<file path="config.mk">
export PLATFORM = sky130hd
export DESIGN_NAME = mux_bus_cycle_seq
export DESIGN_NICKNAME = d
export VERILOG_FILES = /design/src/rtl/mcs_pkg.sv /design/src/rtl/mcs_clkdiv.sv /design/src/rtl/mcs_tseq.sv /design/src/rtl/mcs_busdrv.sv /design/src/rtl/mux_bus_cycle_seq.sv
export SDC_FILE = /design/constraint.sdc
export NUM_CORES = 1
export LEC_CHECK = 0
export BUFFER_PORTS_ARGS = -buffer_cell sky130_fd_sc_hd__buf_4
export CORE_MARGIN = 5
export CORE_UTILIZATION = 48
export DETAILED_ROUTE_END_ITERATION = 8
export HOLD_SLACK_MARGIN = 0.05
export PLACE_DENSITY = 0.78
export REMOVE_ABC_BUFFERS = 1
export SYNTH_ARGS = -nofsm -noshare
export SYNTH_HDL_FRONTEND = slang
export SYNTH_HIERARCHICAL = 1
export SYNTH_SLANG_ARGS = --single-unit
</file>
<file path="constraint.sdc">
create_clock -name clk -period 2.2 [get_ports clk]
set_clock_uncertainty 0.15 [all_clocks]
set_input_delay 0.33 -clock clk [delete_from_list [all_inputs] [get_ports clk]]
set_output_delay 0.33 -clock clk [all_outputs]
set_load 0.005 [all_outputs]
</file>
<file path="src/rtl/mcs_pkg.sv">
package mcs_pkg;

  typedef enum logic [2:0] {
    K_OPF  = 3'd0,
    K_MRD  = 3'd1,
    K_MWR  = 3'd2,
    K_IORD = 3'd3,
    K_IOWR = 3'd4
  } kind_e;

  typedef enum logic [2:0] {
    TS_IDLE = 3'd0,
    TS_T1   = 3'd1,
    TS_T2   = 3'd2,
    TS_T3   = 3'd3,
    TS_T4   = 3'd4
  } tstate_e;

  function automatic logic kind_valid(input logic [2:0] k);
    return k <= 3'd4;
  endfunction

  function automatic logic kind_reads(input logic [2:0] k);
    return (k == K_OPF) || (k == K_MRD) || (k == K_IORD);
  endfunction

  function automatic logic kind_io(input logic [2:0] k);
    return (k == K_IORD) || (k == K_IOWR);
  endfunction

  function automatic logic [1:0] kind_status(input logic [2:0] k);
    logic [1:0] s;
    case (k)
      K_OPF:          s = 2'b11;
      K_MRD, K_IORD:  s = 2'b10;
      K_MWR, K_IOWR:  s = 2'b01;
      default:        s = 2'b00;
    endcase
    return s;
  endfunction

endpackage

</file>
<file path="src/rtl/mcs_clkdiv.sv">
module mcs_clkdiv (
  input  logic clk,
  input  logic rst,
  output logic tick
);

  always_ff @(posedge clk) begin
    if (rst) tick <= 1'b0;
    else     tick <= ~tick;
  end

  p_tick_toggle_r2: assert property (@(posedge clk) disable iff (rst)
    !$past(rst) |-> (tick != $past(tick)));

endmodule

</file>
<file path="src/rtl/mcs_tseq.sv">
module mcs_tseq import mcs_pkg::*; (
  input  logic       clk,
  input  logic       rst,
  input  logic       tick,
  input  logic       start,
  input  logic [2:0] kind_in,
  output tstate_e    st,
  output logic [2:0] kind_q,
  output logic       accept,
  output logic       done
);

  assign accept = tick && (st == TS_IDLE) && start && kind_valid(kind_in);

  always_ff @(posedge clk) begin
    if (rst) begin
      st     <= TS_IDLE;
      kind_q <= 3'd0;
      done   <= 1'b0;
    end else begin
      done <= 1'b0;
      if (tick) begin
        case (st)
          TS_IDLE: if (accept) begin
            st     <= TS_T1;
            kind_q <= kind_in;
          end
          TS_T1: st <= TS_T2;
          TS_T2: st <= TS_T3;
          TS_T3: if (kind_q == K_OPF) st <= TS_T4;
                 else begin
                   st   <= TS_IDLE;
                   done <= 1'b1;
                 end
          TS_T4: begin
            st   <= TS_IDLE;
            done <= 1'b1;
          end
          default: st <= TS_IDLE;
        endcase
      end
    end
  end

  p_done_single_r10: assert property (@(posedge clk) disable iff (rst)
    done |=> !done);

  p_done_at_idle_r10: assert property (@(posedge clk) disable iff (rst)
    done |-> (st == TS_IDLE));

  p_state_holds_off_tick_r2: assert property (@(posedge clk) disable iff (rst)
    (!$past(rst) && !$past(tick)) |-> $stable(st));

endmodule

</file>
<file path="src/rtl/mcs_busdrv.sv">
module mcs_busdrv import mcs_pkg::*; #(
  parameter int ADDR_W = 16,
  parameter int DATA_W = 8,
  localparam int HI_W  = ADDR_W - DATA_W
) (
  input  logic              clk,
  input  logic              rst,
  input  logic              tick,
  input  logic              accept,
  input  tstate_e           st,
  input  logic [2:0]        kind_q,
  input  logic [ADDR_W-1:0] addr,
  input  logic [DATA_W-1:0] wdata,
  input  logic [DATA_W-1:0] ad_in,
  output logic [HI_W-1:0]   addr_hi,
  output logic [DATA_W-1:0] ad_out,
  output logic              ad_oe,
  output logic              ale,
  output logic              rd_n,
  output logic              wr_n,
  output logic              io_m,
  output logic              s1,
  output logic              s0,
  output logic [DATA_W-1:0] rdata
);

  logic [ADDR_W-1:0] addr_q;
  logic [DATA_W-1:0] wdata_q;
  logic busy, reads, strobe_phase, cap_en;

  always_ff @(posedge clk) begin
    if (rst) begin
      addr_q  <= '0;
      wdata_q <= '0;
    end else if (accept) begin
      addr_q  <= addr;
      wdata_q <= wdata;
    end
  end

  assign busy         = (st != TS_IDLE);
  assign reads        = kind_reads(kind_q);
  assign strobe_phase = (st == TS_T2) || (st == TS_T3);
  assign cap_en       = tick && (st == TS_T3) && reads;

  always_ff @(posedge clk) begin
    if (rst)         rdata <= '0;
    else if (cap_en) rdata <= ad_in;
  end

  always_comb begin
    addr_hi  = addr_q[ADDR_W-1:DATA_W];
    ale      = (st == TS_T1);
    ad_oe    = (st == TS_T1) || (strobe_phase && !reads);
    ad_out   = (st == TS_T1) ? addr_q[DATA_W-1:0] : wdata_q;
    rd_n     = !(strobe_phase && reads);
    wr_n     = !(strobe_phase && !reads);
    io_m     = busy && kind_io(kind_q);
    {s1, s0} = busy ? kind_status(kind_q) : 2'b00;
  end

  p_ale_hands_to_strobe_r6: assert property (@(posedge clk) disable iff (rst)
    $fell(ale) |-> (!rd_n || !wr_n));

  p_ale_strobes_idle_r4: assert property (@(posedge clk) disable iff (rst)
    ale |-> (rd_n && wr_n && ad_oe));

  p_rdata_holds_r7: assert property (@(posedge clk) disable iff (rst)
    (!$past(rst) && !$past(cap_en)) |-> $stable(rdata));

  p_status_holds_r5: assert property (@(posedge clk) disable iff (rst)
    (!$past(rst) && busy && $past(busy)) |-> ($stable({s1, s0}) && $stable(io_m)));

  p_addr_holds_r11: assert property (@(posedge clk) disable iff (rst)
    (!$past(rst) && busy && $past(busy)) |-> $stable(addr_hi));

  p_no_dual_strobe_r8: assert property (@(posedge clk) disable iff (rst)
    !(!rd_n && !wr_n));

endmodule

</file>
<file path="src/rtl/mux_bus_cycle_seq.sv">
module mux_bus_cycle_seq import mcs_pkg::*; #(
  parameter int ADDR_W = 16,
  parameter int DATA_W = 8,
  localparam int HI_W  = ADDR_W - DATA_W
) (
  input  logic              clk,
  input  logic              rst,
  input  logic              start,
  input  logic [2:0]        cyc_kind,
  input  logic [ADDR_W-1:0] addr,
  input  logic [DATA_W-1:0] wdata,
  input  logic [DATA_W-1:0] ad_in,
  output logic              cpu_clk,
  output logic [HI_W-1:0]   addr_hi,
  output logic [DATA_W-1:0] ad_out,
  output logic              ad_oe,
  output logic              ale,
  output logic              rd_n,
  output logic              wr_n,
  output logic              io_m,
  output logic              s1,
  output logic              s0,
  output logic [DATA_W-1:0] rdata,
  output logic              done
);

  logic       tick, accept;
  tstate_e    st;
  logic [2:0] kind_q;

  mcs_clkdiv u_div (
    .clk  (clk),
    .rst  (rst),
    .tick (tick)
  );

  mcs_tseq u_seq (
    .clk     (clk),
    .rst     (rst),
    .tick    (tick),
    .start   (start),
    .kind_in (cyc_kind),
    .st      (st),
    .kind_q  (kind_q),
    .accept  (accept),
    .done    (done)
  );

  mcs_busdrv #(.ADDR_W(ADDR_W), .DATA_W(DATA_W)) u_bus (
    .clk     (clk),
    .rst     (rst),
    .tick    (tick),
    .accept  (accept),
    .st      (st),
    .kind_q  (kind_q),
    .addr    (addr),
    .wdata   (wdata),
    .ad_in   (ad_in),
    .addr_hi (addr_hi),
    .ad_out  (ad_out),
    .ad_oe   (ad_oe),
    .ale     (ale),
    .rd_n    (rd_n),
    .wr_n    (wr_n),
    .io_m    (io_m),
    .s1      (s1),
    .s0      (s0),
    .rdata   (rdata)
  );

  assign cpu_clk = tick;

endmodule

</file>
; After elaboration in Yosys (flattened, before gate mapping)
; Index checks and enable logic that the tools add are counted.
; W data, S select, Z words.
[op_classes]
order_cmp = 1
n_eq_ne = 9
muxes = 8
bitwise_logic = 1
reduce_logical = 24
[ops]
columns = operator, count
row1 = $eq A3 B2 Y1 const B, 4
row2 = $pmux W3 S4, 1
row3 = $logic_and A1 B1 Y1, 8
row4 = $mux W8, 1
row5 = $eq A3 B1 Y1 const B, 2
row6 = $eq A3 B3 Y1 const B, 2
row7 = $logic_not A3 Y1, 2
row8 = $mux W3, 2
row9 = $pmux W2 S3, 1
row10 = $reduce_or A2 Y1, 3
row11 = $logic_or A1 B1 Y1, 5
row12 = $le A3 B3 Y1 const B, 1
row13 = $logic_not A1 Y1, 3
row14 = $reduce_and A3 Y1, 1
row15 = $reduce_bool A3 Y1, 1
row16 = $mux W2, 1
row17 = $ne A2 B2 Y1 const B, 1
row18 = $pmux W1 S2, 1
row19 = $reduce_and A2 Y1, 1
row20 = $mux W1, 1
row21 = $not A1 Y1, 1
[word_totals]
reg_bits = 40
in_bits = 38

; Longest topological paths before layout
; Gate-level depths: netlist (run 1).
[logic_depth]
word_depth = 6
depth_mapped = 8
ltp_nobuf = 4

; Hierarchy
; The synthesis (run 1) kept the hierarchy.
[modules_own_cells]
columns = mod, instances, cells_per_inst, area_each_um2, seq_area_each_um2
row1 = mcs_busdrv, 1, 144, 1458.9, 640.6
row2 = mcs_tseq, 1, 42, 404.1, 140.1
row3 = mcs_clkdiv, 1, 2, 23.8, 20.0

; Worst setup path before layout (run 1)
; OpenSTA, ideal clock, no wires.
[synth_timing]
path_type = register to register
startpoint = register u_seq.st[1]
endpoint = register u_bus.addr_q[0]
setup_ps = 128
arrival_time_ps = 1625
required_time_ps = 1922
setup_slack_ps = 297
path_stages_with_launch = 9
n_path_buf = 4
cell_sequence = dfxtp_1 > buf_6 > nor3_2 > and4_1 > buf_6 > buf_2 > buf_2 > mux2i_1 > nor2_1
[synth_between]
elab_chain_len = 4
[synth_lines]
columns = item, line_no
row1 = "start, declared", mcs_tseq.sv:7  ; output tstate_e st,
row2 = "start signal, assigned", mcs_tseq.sv:17  ; st <= TS_IDLE;
row3 = "start signal, assigned", mcs_tseq.sv:25  ; st <= TS_T1;
row4 = "start signal, assigned", mcs_tseq.sv:28  ; TS_T1: st <= TS_T2;
row5 = $logic_not A3 Y1, mcs_tseq.sv:13  ; assign accept = tick && (st == TS_IDLE) && start && kind_valid(kind_in);
row6 = $logic_and A1 B1 Y1 (3 in series), mcs_tseq.sv:13
row7 = net accept, mux_bus_cycle_seq.sv:27  ; logic tick, accept;
row8 = "end signal, assigned", mcs_busdrv.sv:36  ; addr_q <= addr;
row9 = "end, declared", mcs_busdrv.sv:27  ; logic [ADDR_W-1:0] addr_q;
; The timed path passes the listed nets, and every way through them passes these cells.
; A chain may end at the register's enable or synchronous reset.

; Worst setup path after layout (run 1)
[layout_timing]
startpoint = register u_seq.st[0]
endpoint = output ad_out[5]
[layout_between]
elab_chain_len = 2
[layout_lines]
columns = item, line_no
row1 = $eq A3 B1 Y1, mcs_busdrv.sv:55  ; ad_out = (st == TS_T1) ? addr_q[DATA_W-1:0] : wdata_q;
row2 = $mux W8, mcs_busdrv.sv:55
row3 = "end, declared", mux_bus_cycle_seq.sv:15  ; output logic [DATA_W-1:0] ad_out,
; Every way passes these cells.

==> impl_metrics.csv, run 1 <==
group,metric,value,unit
run_status,outcome,"completed",
synth,dominantRegCellSynth,"dfxtp_1",
clock_network,cts_tree,"built",
global_route,grt_pass1_wl,6.582,mm
critical_path,reg2reg_slack,480,ps
place,place_congestion,0.7205,
final_layout,drive_above_1_share,0.3825,
critical_path,start_kind,"flop",
drt,drt_iter0_drc,83,
critical_path,critical_path_class,"flop to output port",
critical_path,startpoint,"u_seq/st[0]$_SDFFE_PP0P_",
power_and_ir_drop,p_per_area,564.2,nW/um^2
synth,ys_ff_latch,40,
clock_network,cts_made_buffers,5,
die,dieArea,5285,sq um
clock_network,post_cts_buffers,0,
hold_path,min-delay-path-class,"primary input to flop",
global_route,antenna_found_initial,0,
drt,firstDrtPassIters,4,
die,die-width,72.70,um
synth,ys_seq_area_frac,0.4244,
final_layout,diodes,0,
timing,tightest_slew,583.4,ps
die,io-pin-count,71,
timing,whs,128.8,ps
global_route,grt_max_degree,53,
clock_network,cts.sinks,40,
clock_network,hold_buffers,0,
place,dp_hpwl,2.850,mm
synth,synth_edf_count,0,
global_route,grt_pass1_vias,1389,
place,port_buffers,70,
critical_path,arrival,1590,ps
place,dpl_cell_area,2404,sq um
synth,yosys_warnings,6,
power_and_ir_drop,ir_worst_vdd,0.0004270,V
critical_path,cp.required,1720,ps
timing,slew_viol_final,0,
clock_network,cts.htree.levels,2,
die,core-area,3744,sq um
timing,setup_viol,0,
drt,drcViolationCount,0,
clock_network,cts_resized,0,
clock_network,clkTransAtPathRegs,70,ps
hold_path,hp-start,"wdata[0]",
final_layout,postLayoutCoreUtil,0.6628,
timing,grt_setup_unrepaired,"no",
global_route,grt.overflow.total,0,
clock_network,clockBufferDepth,2,
hold_path,min_to,"u_bus/wdata_q[0]$_SDFFE_PP0P_",
synth,syn_inst,188,
timing,maxSlewHeadroom,0.6098,
die,num_rows,22,
drt,via_per_inst,4.900,
timing,timing.fmax,0.4831,GHz
clock_network,clkLatencyLatePin,280,ps
drt,wl,3.969,mm
synth,ys_types,34,
die,start_util,0.5040,
drt,ant_nets,0,
drt,avgRoutedWirePerCell,13.27,um
drt,vias,1465,
final_layout,layout.nets,289,
flow_run,drv_cap,0,
critical_path,reg2reg_to,"u_bus/addr_q[11]$_SDFFE_PP0P_",
clock_network,cts-root-buf,"clkbuf_8",
timing,period_share,0.9409,
global_route,track_usage,0.1586,
power_and_ir_drop,p_leak,0.001082,uW
timing,post-route-min-period,2070,ps
critical_path,end_kind,"output port",
critical_path,reg2reg_depth,6,
hold_path,holdPathStages,3,
synth,synthArstFlopShare,0,
final_layout,syn_to_final_growth,31.50,%
timing,hold_viol,0,
critical_path,r2r-start,"u_seq/st[1]$_SDFFE_PP0P_",
critical_path,worst-path-max-fanout,8,
final_layout,final_cell_area,2481,sq um
synth,syn_area,1887,sq um
synth,avgSynthCellArea,10.04,sq um
die,chipHeight,72.70,um
[Yosys cell counts (2+ instances only)]
cell	number	area, sq um
nand2_1	3	11.26
dfxtp_1	40	800.8
a21oi_1	2	10.01
nor2_1	30	112.6
buf_2	5	25.02
mux2_2	8	90.09
mux2i_1	35	350.3
buf_4	8	60.06
nor3b_1	2	15.01
a21o_1	2	15.01
nor2b_1	2	12.51
a31oi_1	2	12.51
nand2b_1	23	143.9
clkbuf_1	5	18.77
buf_6	2	22.52
[critical path, stage by stage (launching register included)]
cell,delay (ps)
dfxtp_1,330
nor3b_1,260
buf_4,240
mux2_2,350
buf_4,130
[flip-flops by register name (all words and copies together), names as in the netlist]
| name | count |
|---|---|
| u_seq/kind_q | 3 |
| u_bus/rdata | 8 |
| u_seq/done | 1 |
| u_div/tick | 1 |
| u_bus/addr_q | 16 |
| u_bus/wdata_q | 8 |
| u_seq/st | 3 |
[area by class of cell]
cell class | count | area (sq um)
inverter | 1 | 3.754
multi-input combinational | 127 | 955.9
clock buffer | 6 | 72.57
fill | 310 | 1262
clock inverter | 1 | 5.005
tap | 48 | 60.06
sequential | 40 | 800.8
timing repair buffer | 76 | 583.1
[cell usage in the layout (no fill, tap or decap), types with 2 or more instances in the layout]
cell      count
mux2i_1      35
a31oi_1       2
nor3b_1       2
dfxtp_1      40
nor2_1       30
nand2_1       3
a21oi_1       2
buf_4        75
a21o_1        2
mux2_2        8
nor2b_1       2
clkbuf_8      5
nand2b_1     23
[report_power, final]
group          internal [uW]  leakage, uW  switching [uW]
combinational            117     0.000717            79.5
sequential               744     0.000324            16.6
clock                    215    0.0000410             227
total                   1080      0.00108             323
[through the flow]
| stage | instances | power [uW] | setup TNS, ps | worst slack (ps) |
|---|---|---|---|---|
| 2_1_floorplan | 168 | 860.3 | -454.7 | -56.84 |
| 3_3_place_gp | 292 | 970.8 | 0 | 499.8 |
| 3_5_place_dp | 292 | 974.2 | 0 | 445.1 |
| 4_1_cts | 299 | 1421 | 0 | 118.5 |
| 5_1_grt | 299 | 1476 | 0 | 15.56 |
| 6_report | 299 | 1400 | 0 | 130.1 |
[kinds of logic after synthesis]
| group | Yosys count | share of synthesized area |
|---|---|---|
| and+or+nand+nor | 70 | 0.2056 |
| muxes | 43 | 0.2334 |
| DFF | 40 | 0.4244 |
| buffers and inverters | 21 | 0.06896 |
| AOI/OAI and AO/OA | 14 | 0.06764 |
[worst max-delay path by stage]
stage,end,slack [ps],cells past startpoint
global route,ad_out[2],20,4
finish,ad_out[5],130,4
detailed placement,ad_out[6],450,4
CTS,ad_out[6],120,4
floorplan,ad_out[0],-60,2
global placement,ad_out[3],500,4
[routing by layer]
| layer | GRT usage | vias up | wire [um] |
|---|---|---|---|
| met1 | 0.2077 | 660 | 1868 |
| met4 | 0.04918 | 0 | 22 |
| met2 | 0.2255 | 47 | 1738 |
| met3 | 0.08127 | 2 | 339 |
| met5 | 0 | - | 0 |
| li1 | - | 756 | - |
(Power assumes the default switching activity.)
==> run 2: changes to the inputs <==
--- a/config.mk
+++ b/config.mk
@@ -6,11 +6,10 @@
 export NUM_CORES = 1
 export LEC_CHECK = 0
 export BUFFER_PORTS_ARGS = -buffer_cell sky130_fd_sc_hd__buf_4
-export CORE_MARGIN = 5
 export CORE_UTILIZATION = 48
 export DETAILED_ROUTE_END_ITERATION = 8
 export HOLD_SLACK_MARGIN = 0.05
-export PLACE_DENSITY = 0.78
+export PLACE_DENSITY_LB_ADDON = 0.25
 export REMOVE_ABC_BUFFERS = 1
 export SYNTH_ARGS = -nofsm -noshare
 export SYNTH_HDL_FRONTEND = slang
==> run 2 against run 1 <==
Cell area increased by 0.50%. Power is 4.1% higher. Combinational power about the same. Clock power grew 14%. Flip-flop and latch count unchanged.
==> impl_metrics.csv, run 2 (same netlist as run 1, synthesis figures left out) <==
group,metric,value,unit
timing,maxSlewHeadroom,0.6175,
hold_path,hp-start,"wdata[0]",
drt,vias,1468,
drt,ant_nets,0,
critical_path,arrival,1610,ps
critical_path,cpMostUsedCell,"buf_4",
timing,tns,0,ps
critical_path,critical_path_class,"flop to output port",
final_layout,regMostFlops,"u_bus/addr_q",
timing,post-route-min-period,2095,ps
timing,setup_viol,0,
timing,setup_ws,105.2,ps
global_route,track_usage,0.1728,
power_and_ir_drop,p_switching,346.7,uW
clock_network,cts.sinks,40,
critical_path,critPathTopFamily,"flip-flops",
die,chipHeight,64.70,um
power_and_ir_drop,p_per_area,584.6,nW/um^2
final_layout,diodes,0,
die,core-area,3716,sq um
power_and_ir_drop,ir_worst_vdd,0.0005185,V
global_route,antenna_found_initial,0,
place,dp_hpwl,2.396,mm
global_route,grt_pass1_vias,1330,
clock_network,hold_buffers,0,
clock_network,cts.htree.levels,2,
final_layout,final_cell_mix,"buf_4, dfxtp_1, mux2i_1",
critical_path,cp.required,1720,ps
final_layout,drive_above_1_share,0.3904,
drt,drt_iter0_drc,62,
critical_path,crit_chain,"nor3b_2 -> buf_4 -> mux2_2 -> buf_4",
place,port_buffers,70,
die,dieArea,4185,sq um
critical_path,critPathMaxStageDelay,420,ps
place,place_congestion,0.7011,
clock_network,cts_tree,"built",
global_route,grt.overflow.total,0,
critical_path,slowest_stage,"dfxtp_1",
critical_path,end_kind,"output port",
clock_network,cts_made_buffers,5,
timing,grt_setup_unrepaired,"no",
final_layout,syn_to_final_growth,32.16,%
die,die-width,64.70,um
critical_path,startpoint,"u_seq/st[2]$_SDFFE_PP0P_",
global_route,grt_pass1_wl,5.533,mm
final_layout,final_common_cell,"buf_4",
clock_network,clockBufferDepth,2,
power_and_ir_drop,p_leak,0.001091,uW
final_layout,largest_register_ffs,16,
timing,tightest_slew,571.8,ps
die,num_rows,22,
hold_path,min-delay-path-class,"primary input to flop",
flow_run,drv_cap,0,
place,dp_worst_setup_slack,348.8,ps
timing,whs,116.3,ps
clock_network,clkTransAtPathRegs,70,ps
clock_network,clkLatencyLatePin,300,ps
final_layout,top_regs,"u_bus/addr_q x16, u_bus/rdata x8, u_bus/wdata_q x8",
clock_network,cts-root-buf,"clkbuf_8",
critical_path,worst-path-max-fanout,11,
global_route,grt_max_degree,53,
drt,via_per_inst,4.910,
timing,period_share,0.9522,
critical_path,start_kind,"flop",
critical_path,r2r-start,"u_div/tick$_SDFF_PP0_",
die,io-pin-count,71,
die,start_util,0.5077,
power_and_ir_drop,combPwrFrac,0.133,
drt,firstDrtPassIters,4,
final_layout,layout.nets,288,
clock_network,cts_resized,0,
drt,wl,3.498,mm
timing,slew_viol_final,0,
power_and_ir_drop,clock_power_share,0.345,
critical_path,cp.buffers_inverters,2,
drt,avgRoutedWirePerCell,11.70,um
power_and_ir_drop,switching_share,0.2378,
drt,drcViolationCount,0,
timing,timing.fmax,0.4774,GHz
power_and_ir_drop,p_int,1111,uW
timing,hold_viol,0,
clock_network,post_cts_buffers,0,
run_status,outcome,"completed",
power_and_ir_drop,p_seq_frac,0.522,
## run 2: final cells by class
cell class                      instances  area (sq um)
Fill cell                             312          1222
Tap cell                               48         60.06
Sequential cell                        40         800.8
Timing Repair Buffer                   75         575.6
Inverter                                1         3.754
Clock inverter                          2         10.01
Clock buffer                            6         82.58
Multi-Input combinational cell        127         960.9
## run 2: per-layer routing
metal	wire length, um	vias to the layer above	global-route usage
li1	-	751	-
met1	1644	663	0.2013
met2	1578	47	0.2829
met3	200	7	0.04754
met4	75	0	0.1000
met5	0	-	0
## run 2: worst register-to-register path, cell delays in order (launching register included)
cell,delay [ps]
dfxtp_1,580
nand4b_4,150
a211oi_4,490
mux2i_1,260
## run 2: metrics by stage
| stage | power [uW] | utilization | cell area, sq um | instances |
|---|---|---|---|---|
| final | 1458 | 0.6710 | 2494 | 299 |
| after global routing | 1521 | 0.6710 | 2494 | 299 |
| after CTS | 1476 | 0.6697 | 2489 | 299 |
| after detailed placement | 972.3 | 0.6448 | 2396 | 291 |
| after global placement | 970.1 | 0.6448 | 2396 | 291 |
| after floorplan | 860.3 | - | 1760 | 168 |
## run 2: final timing paths
check,endpoint,slack [ps],cells after the start
worst max-delay path,ad_out[5],110,4
worst min-delay path,u_bus/wdata_q[0]$_SDFFE_PP0P_,120,3
worst min register to register,u_bus/rdata[0]$_SDFFE_PP0P_,330,2
worst max register to register,u_bus/rdata[5]$_SDFFE_PP0P_,490,3
## run 2: power groups by stage
stage / Combinational (uW) / Clock (uW) / Sequential, uW
final: 194 / 504 / 760
after global routing: 210 / 547 / 764
after CTS: 196 / 519 / 760
after detailed placement: 196 / 0 / 777
after global placement: 193 / 0 / 777
after floorplan: 83.3 / 0 / 777
==> run 3: changes to the inputs <==
--- a/config.mk
+++ b/config.mk
@@ -5,7 +5,7 @@
 export SDC_FILE = /design/constraint.sdc
 export NUM_CORES = 1
 export LEC_CHECK = 0
-export BUFFER_PORTS_ARGS = -buffer_cell sky130_fd_sc_hd__buf_4
+export BUFFER_PORTS_ARGS = -buffer_cell sky130_fd_sc_hd__buf_2
 export CORE_UTILIZATION = 48
 export DETAILED_ROUTE_END_ITERATION = 8
 export HOLD_SLACK_MARGIN = 0.05
==> run 3 against run 2 <==
Register-to-register slack worse by 70 ps. Largest cell class unchanged. Non-clock buffer count rose by 1. Clock power grew 24%. Highest routed layer unchanged. Count of clock-buffer cells in the layout is the same. Global-route usage grew 0.88 points. Setup slack got worse by 16 ps. Cell area shrank 5.8%. Sequential power barely moved. First-iteration DRC count up 1.6%. Sequential share of layout area up 2.0 points. Cell count is 0.33% higher.
==> impl_metrics.csv, run 3 (same netlist as run 1, synthesis figures left out) <==
group,metric,value,unit
run_status,outcome,"completed",
timing,period_share,0.9593,
power_and_ir_drop,p_per_area,661.4,nW/um^2
timing,setup_viol,0,
timing,hold_viol,0,
final_layout,largest_register_ffs,16,
timing,grt_setup_unrepaired,"no",
clock_network,clkLatencyLatePin,290,ps
final_layout,drive_above_1_share,0.3889,
critical_path,slowest_stage,"dfxtp_1",
critical_path,crit_chain,"nor3b_1 -> buf_4 -> mux2_2 -> buf_2",
drt,drcViolationCount,0,
timing,slew_viol_final,0,
clock_network,clockBufferDepth,2,
final_layout,final_common_cell,"buf_2",
die,chipHeight,64.70,um
clock_network,hold_buffers,0,
clock_network,post_cts_buffers,0,
clock_network,cts-root-buf,"clkbuf_8",
clock_network,cts_made_buffers,5,
power_and_ir_drop,p_leak,0.001067,uW
global_route,grt_max_degree,45,
timing,tns,0,ps
critical_path,cp.required,1720,ps
flow_run,drv_cap,0,
drt,ant_nets,0,
critical_path,critPathMaxStageDelay,420,ps
global_route,track_usage,0.1816,
critical_path,cp.buffers_inverters,2,
final_layout,diodes,0,
place,dpl_cell_area,2228,sq um
power_and_ir_drop,ir_worst_vdd,0.0004864,V
critical_path,arrival,1630,ps
clock_network,cts.sinks,40,
die,num_rows,22,
timing,post-route-min-period,2110,ps
global_route,grt.overflow.total,0,
final_layout,regMostFlops,"u_bus/addr_q",
place,place_congestion,0.7597,
final_layout,layout.nets,289,
die,start_util,0.5077,
critical_path,start_kind,"flop",
final_layout,final_cell_area,2350,sq um
hold_path,min-delay-path-class,"primary input to flop",
critical_path,end_kind,"output port",
drt,wl,3.457,mm
die,dieArea,4185,sq um
drt,drt_iter0_drc,63,
timing,maxSlewHeadroom,0.5876,
clock_network,clkTransAtPathRegs,80,ps
global_route,antenna_found_initial,0,
timing,tightest_slew,618.6,ps
die,io-pin-count,71,
critical_path,critPathTopFamily,"flip-flops",
clock_network,cts_resized,0,
critical_path,worst-path-max-fanout,11,
place,port_buffers,70,
critical_path,critical_path_class,"flop to output port",
final_layout,final_cell_mix,"buf_2, dfxtp_1, mux2i_1",
drt,firstDrtPassIters,4,
timing,timing.fmax,0.4738,GHz
drt,via_per_inst,4.893,
die,core-area,3716,sq um
critical_path,reg2reg_slack,420,ps
global_route,grt_pass1_vias,1350,
final_layout,top_regs,"u_bus/addr_q x16, u_bus/rdata x8, u_bus/wdata_q x8",
die,die-width,64.70,um
global_route,grt_pass1_wl,5.782,mm
place,dp_hpwl,2.468,mm
drt,vias,1468,
final_layout,nFillCells,334,
drt,avgRoutedWirePerCell,11.52,um
final_layout,syn_to_final_growth,24.54,%
clock_network,cts_tree,"built",
clock_network,cts.htree.levels,2,
-- run 3: cell count changes in the layout (fill, tap and decap cells not counted), sizes merged --
cell / delta
buf: +1
bufinv: +1
clkinv: -1
-- run 3: final timing paths --
kind / startpoint / end / cells past startpoint
worst max-delay path: u_seq/st[2]$_SDFFE_PP0P_ / ad_out[6] / 4
worst min-delay path: addr[11] / u_bus/addr_q[11]$_SDFFE_PP0P_ / 3
worst max register to register: u_seq/st[1]$_SDFFE_PP0P_ / u_bus/rdata[7]$_SDFFE_PP0P_ / 4
worst min register to register: u_bus/rdata[3]$_SDFFE_PP0P_ / u_bus/rdata[3]$_SDFFE_PP0P_ / 2
-- run 3: layout make-up --
type / instances / area, sq um / area share
Clock buffer: 6 / 82.58 / 0.03514
Clock inverter: 2 / 38.79 / 0.01651
Inverter: 1 / 3.754 / 0.001597
Multi-Input combinational cell: 127 / 955.9 / 0.4068
Sequential cell: 40 / 800.8 / 0.3408
Timing Repair Buffer: 76 / 407.9 / 0.1736
Tap cell: 48 / 60.06 / 0.02556
-- run 3: power breakdown --
group          switching (uW)  internal, uW  leakage, uW  total (uW)
registers                16.7           744     0.000324         760
logic                    75.6          90.9     0.000682         167
clock network             256           371    0.0000614         627
total                     349          1210      0.00107        1550
-- run 3: per-layer routing --
layer,share of wire,global-route usage,wire (um)
met5,0,0,0
met4,0.018,0.09167,62
met3,0.057,0.04930,197
met2,0.45,0.3013,1563
met1,0.47,0.2139,1634
-- run 3: worst register-to-register path, cell delays in order (launching register included) --
cell	delay, ps
dfxtp_1	460
buf_4	200
nand4b_4	120
a211oi_4	510
mux2i_1	270
-- run 3: metrics by stage --
step	worst slack, ps	total power (uW)	instances	hold slack (ps)	util
after detailed placement	414.1	945.8	292	314.7	0.5997
after floorplan	-56.84	860.3	168	246.7	-
after CTS	82.13	1574	300	110.1	0.6323
after global routing	18.66	1630	300	114.7	0.6323
final	89.58	1554	300	115.2	0.6323
after global placement	468.3	943.3	292	307.9	0.5997
